--- src/rtl/vlfsr_pkg.sv ---
package vlfsr_pkg;

    localparam int SR_W  = 32;
    localparam int LEN_W = 5;

    typedef struct packed {
        logic [SR_W-1:0]  sr;
        logic [LEN_W-1:0] len;
    } vlfsr_regs_t;

    // One bit set for tap position k (1-based); k = 0 means no tap.
    function automatic logic [SR_W-1:0] tap_bit(input int k);
        logic [SR_W-1:0] r;
        r = '0;
        if (k > 0) r[k-1] = 1'b1;
        return r;
    endfunction

    function automatic logic [SR_W-1:0] taps4(input int a, input int b,
                                               input int c, input int d);
        return tap_bit(a) | tap_bit(b) | tap_bit(c) | tap_bit(d);
    endfunction

    // Maximal-length tap set for size len + 1.
    function automatic logic [SR_W-1:0] tap_mask(input logic [LEN_W-1:0] len);
        logic [SR_W-1:0] m;
        case (len)
            5'd0, 5'd1: m = taps4( 2,  1,  0, 0);
            5'd2:       m = taps4( 3,  2,  0, 0);
            5'd3:       m = taps4( 4,  3,  0, 0);
            5'd4:       m = taps4( 5,  3,  0, 0);
            5'd5:       m = taps4( 6,  5,  0, 0);
            5'd6:       m = taps4( 7,  6,  0, 0);
            5'd7:       m = taps4( 8,  6,  5, 4);
            5'd8:       m = taps4( 9,  5,  0, 0);
            5'd9:       m = taps4(10,  7,  0, 0);
            5'd10:      m = taps4(11,  9,  0, 0);
            5'd11:      m = taps4(12,  6,  4, 1);
            5'd12:      m = taps4(13,  4,  3, 1);
            5'd13:      m = taps4(14,  5,  3, 1);
            5'd14:      m = taps4(15, 14,  0, 0);
            5'd15:      m = taps4(16, 15, 13, 4);
            5'd16:      m = taps4(17, 14,  0, 0);
            5'd17:      m = taps4(18, 11,  0, 0);
            5'd18:      m = taps4(19,  6,  2, 1);
            5'd19:      m = taps4(20, 17,  0, 0);
            5'd20:      m = taps4(21, 19,  0, 0);
            5'd21:      m = taps4(22, 21,  0, 0);
            5'd22:      m = taps4(23, 18,  0, 0);
            5'd23:      m = taps4(24, 23, 22, 17);
            5'd24:      m = taps4(25, 22,  0, 0);
            5'd25:      m = taps4(26,  6,  2, 1);
            5'd26:      m = taps4(27,  5,  2, 1);
            5'd27:      m = taps4(28, 25,  0, 0);
            5'd28:      m = taps4(29, 27,  0, 0);
            5'd29:      m = taps4(30,  6,  4, 1);
            5'd30:      m = taps4(31, 28,  0, 0);
            default:    m = taps4(32, 22,  2, 1);
        endcase
        return m;
    endfunction

endpackage

--- src/rtl/vlfsr_taps.sv ---
module vlfsr_taps
    import vlfsr_pkg::*;
(
    input  logic [LEN_W-1:0] len,
    output logic [SR_W-1:0]  taps,
    output logic [SR_W-1:0]  act
);
    localparam logic [SR_W-1:0] LOW_CLR = {{(SR_W-1){1'b1}}, 1'b0};

    always_comb begin
        taps = tap_mask(len);
        // len + 1 low bits set; len = 31 yields all ones
        act  = ~(LOW_CLR << len);
    end
endmodule

--- src/rtl/vlfsr_next.sv ---
module vlfsr_next
    import vlfsr_pkg::*;
(
    input  logic [SR_W-1:0] sr,
    input  logic [SR_W-1:0] taps,
    input  logic [SR_W-1:0] act,
    input  logic            xnor_mode,
    output logic [SR_W-1:0] nxt
);
    logic fb;

    always_comb begin
        fb  = (^(sr & taps)) ^ xnor_mode;
        nxt = {sr[SR_W-2:0], fb} & act;
    end
endmodule

--- src/rtl/vlfsr_lock.sv ---
module vlfsr_lock
    import vlfsr_pkg::*;
(
    input  logic [SR_W-1:0] sr,
    input  logic [SR_W-1:0] act,
    input  logic            xnor_mode,
    output logic            locked
);
    logic [SR_W-1:0] live;

    always_comb begin
        live   = sr & act;
        locked = xnor_mode ? (live == act) : (live == '0);
    end
endmodule

--- src/rtl/vlfsr_gen.sv ---
module vlfsr_gen
    import vlfsr_pkg::*;
(
    input  logic             clk,
    input  logic             rst,
    input  logic [LEN_W-1:0] len_i,
    input  logic             load_i,
    input  logic             sin_i,
    input  logic             xnor_i,
    output logic             bit_o,
    output logic [SR_W-1:0]  state_o,
    output logic             lockup_o
);
    localparam logic [LEN_W-1:0] LEN_FULL = LEN_W'(SR_W - 1);

    vlfsr_regs_t r_d, r_q;

    logic [LEN_W-1:0] len_eff;
    logic [SR_W-1:0]  taps_new, act_new;
    logic [SR_W-1:0]  taps_cur, act_cur;
    logic [SR_W-1:0]  step_val;

    // A size of one is not supported; map it onto two.
    assign len_eff = (len_i == '0) ? LEN_W'(1) : len_i;

    vlfsr_taps u_taps_new (
        .len  (len_eff),
        .taps (taps_new),
        .act  (act_new)
    );

    vlfsr_taps u_taps_cur (
        .len  (r_q.len),
        .taps (taps_cur),
        .act  (act_cur)
    );

    vlfsr_next u_next (
        .sr        (r_q.sr),
        .taps      (taps_new),
        .act       (act_new),
        .xnor_mode (xnor_i),
        .nxt       (step_val)
    );

    vlfsr_lock u_lock (
        .sr        (r_q.sr),
        .act       (act_cur),
        .xnor_mode (xnor_i),
        .locked    (lockup_o)
    );

    always_comb begin
        r_d = r_q;
        if (load_i) begin
            r_d.sr  = {r_q.sr[SR_W-2:0], sin_i};
            r_d.len = LEN_FULL;
        end else begin
            r_d.sr  = step_val;
            r_d.len = len_eff;
        end
    end

    always_ff @(posedge clk) begin
        if (rst) begin
            r_q.sr  <= {SR_W{~xnor_i}};
            r_q.len <= LEN_FULL;
        end else begin
            r_q <= r_d;
        end
    end

    assign state_o = r_q.sr & act_cur;
    assign bit_o   = |(state_o & ~(act_cur >> 1));

    // load is a plain shift with serial data entering at bit 0
    p_load_shift_r2: assert property (@(posedge clk) disable iff (rst)
        load_i |=> (r_q.sr == {$past(r_q.sr[SR_W-2:0]), $past(sin_i)}));

    // load forces the full size
    p_load_size_r2: assert property (@(posedge clk) disable iff (rst)
        load_i |=> (r_q.len == LEN_FULL));

    // bits above the active size are cleared by every step
    p_upper_zero_r6: assert property (@(posedge clk) disable iff (rst)
        !load_i |=> ((r_q.sr & ~act_cur) == '0));

    // a locked state does not move while size and mode hold
    p_lock_hold_r7: assert property (@(posedge clk) disable iff (rst)
        (!load_i && lockup_o && (len_i == r_q.len) && !$isunknown(xnor_i))
        |=> (r_q.sr == $past(r_q.sr)));

    // a nonzero size value is captured on the stepping edge
    p_len_capture_r8: assert property (@(posedge clk) disable iff (rst)
        (!load_i && (len_i != '0)) |=> (r_q.len == $past(len_i)));

endmodule

--- config.mk ---
export PLATFORM = sky130hd
export DESIGN_NAME = vlfsr_gen
export DESIGN_NICKNAME = d
export VERILOG_FILES = /design/src/rtl/vlfsr_pkg.sv /design/src/rtl/vlfsr_taps.sv /design/src/rtl/vlfsr_next.sv /design/src/rtl/vlfsr_lock.sv /design/src/rtl/vlfsr_gen.sv
export SDC_FILE = /design/constraint.sdc
export NUM_CORES = 1
export LEC_CHECK = 0
export BUFFER_PORTS_ARGS = -buffer_cell sky130_fd_sc_hd__buf_2
export CAP_MARGIN = 20
export CELL_PAD_IN_SITES_DETAIL_PLACEMENT = 0
export CELL_PAD_IN_SITES_GLOBAL_PLACEMENT = 2
export CORE_MARGIN = 2
export CORE_UTILIZATION = 37
export CTS_BUF_LIST = sky130_fd_sc_hd__clkbuf_8
export DETAILED_ROUTE_END_ITERATION = 8
export GPL_ROUTABILITY_DRIVEN = 0
export HOLD_SLACK_MARGIN = 0.03
export PLACE_DENSITY_LB_ADDON = 0.1
export REMOVE_ABC_BUFFERS = 1
export SYNTH_ARGS = -nofsm -noshare
export SYNTH_HDL_FRONTEND = slang
export SYNTH_HIERARCHICAL = 1
export SYNTH_SLANG_ARGS = --single-unit
--- constraint.sdc ---
create_clock -name clk -period 9.9 [get_ports clk]
set_input_delay 1.98 -clock clk [delete_from_list [all_inputs] [get_ports clk]]
set_output_delay 1.98 -clock clk [all_outputs]
set_load 0.1 [all_outputs]
==> metrics <==
Startpoint Class=input pin; vias in the first global route=3895; # IOs=between 40 and 50; P&R area growth vs syn=6.111%; max_slew headroom=slightly below 30%; clock share of power=21.8%; Worst Path Max Fanout=35; Post-CTS Hold Fix Bufs=0; CTS Buf Count=5; Multi-input gate area=~2800 um^2; Final ANT Viol Nets=0; DIE HEIGHT=108.7 um; maxcap violations=0; maximum clock insertion buffer count=2; Critical Path End Type=register; FF/Latch Area=about 740 um^2; total negative slack=0 ns; Tightest Pin Transition=approximately 1.0 ns; final cell count without fillers=approximately 770; Core Box Area=about 11000 um^2; DRT Pass-1 Iters=5; Die ar.=approximately 12000 um^2; final setup fails=0; Routed WL per cell=roughly 19 um; fin crit period=approximately 6.0 ns; worst vdd ir=around 61 uV; hold depth=2; Worst path most repeated cell=xnor2_1; dpl hpwl=11.13 mm; Post-route DRC=0; Syn Area/Cell=6.560 um^2; diode count=0; Fill cells=1197; Required @ worst endpoint=10.08 ns; share of cells above drive strength 1=10.88%; Hold Crit Start=r_q[12]; RSZ-0062 raised after global routing=no; most common cell after layout, fill and taps aside=nand2_1; Slew Limit Fails=0; crit path kind=input pin to register; Worst-Skew Late Latency=roughly 0.3 ns; post-CTS resize count=0; clock sink total=37; first-pass GRT wire length=22.58 mm; Vias=around 4.2k; status=completed; Port Buffers=43; row cnt=38; Setup crit start=len_i[2]; vias per inst=5.482; part of the power in registers=33.2%; Initial Utilization=approximately 38%; Logic pwr share=between 40 and 50%; max reg flops=37; registers with the most flip-flops=r_q x37; max frequency=~0.17 GHz; sw power=around 300 uW; fin nets=644; crit-path cells=buf_2 -> o41ai_1 -> inv_1 -> ha_1 -> nor2b_1 -> o21ai_0 -> a32oi_1 -> nand2_1 -> xnor2_2 -> xnor2_1 -> xnor2_1 -> xnor3_1 -> xnor2_1 -> and2_1 -> nor2b_1 -> a211oi_1 -> nor2_1; Worst-path clk slew=0.07 ns; CTS tree=yes; placed cells=~760; final hold vios=0; CTS H-tree depth=2; Hold Crit Class=register to register; most frequent cells in the layout=83 x nand2_1, 78 x nor2_1, 60 x inv_1; largest net degree at the start of global routing=70; Setup Buffers After CTS=0; Max stage delay on crit path=slightly above 1 ns; Arr. time, crit path=6.22 ns; final worst path period share=60.99%; initial antenna violation count=0; Int Power=~310 uW; synth warn=6; PwrDens=~140 nW/um^2; GRT Total Usage=about a quarter; Initial DRC Count=304; critical path's slowest cell=o41ai_1; clock root buffer=clkbuf_8; Die Width=between 100 and 150 um; Worst Reg-to-Reg Cells=10; Netlist Area Pre-Place=a little over 4000 um^2; synthesized instance count=approximately 620; R2R Setup Slk=between 7 and 8 ns; P_leak=0.001984 uW; final WL=14.83 mm; Largest Register=r_q; clk_skew=about 0.010 ns; Sw Share=about half; r2r startpoint=r_q[28]; final global-route overflow total=0
-- final timing paths --
path / to
hold reg to reg: r_q[13]
setup reg to reg: r_q[5]
setup / recovery: r_q[5]
hold / removal: r_q[13]
-- critical path: cells and delay by family --
kind / cells / cell delay, ns
xor+xnor: 5 / 0.97
buf+inv: 2 / 0.54
fa+ha+maj: 1 / 0.45
compound gates: 4 / 1.60
simple gates: 5 / 0.68
-- through the flow --
stage          util (%)  hold WS, ns  instance area, um^2  setup slack [ns]  total power, uW
5_1_grt           40.03       0.7147                 4302             3.512            634.3
2_1_floorplan         -       0.5312                 3785             4.443            400.3
3_5_place_dp      39.00       0.6502                 4190             3.552            474.9
4_1_cts           40.03       0.6684                 4302             3.823            607.4
3_3_place_gp      39.00       0.6541                 4190             3.792            476.6
6_report          40.03       0.6687                 4302             3.862            606.1
-- power by group through the flow --
stage	logic [uW]	registers [uW]	clock network [uW]
final	272	201	132
after global routing	290	203	140
after CTS	272	200	136
after detailed placement	271	204	0
after global placement	272	205	0
after floorplan	218	183	0
-- layout make-up --
class,instances,area share (%)
multi-input combinational,475,65.53
sequential,37,17.22
timing repair buffer,45,5.352
inverter,60,5.236
tap,140,4.072
clock buffer,5,1.600
clock inverter,3,0.9889
-- layer usage --
layer / GRT usage, % / share of wire, %
met3: 4.304 / 6.8
met5: 0 / 0
met4: 13.74 / 4.8
met1: 32.86 / 42
met2: 42.28 / 47
Power figures use the tool's default switching activity.
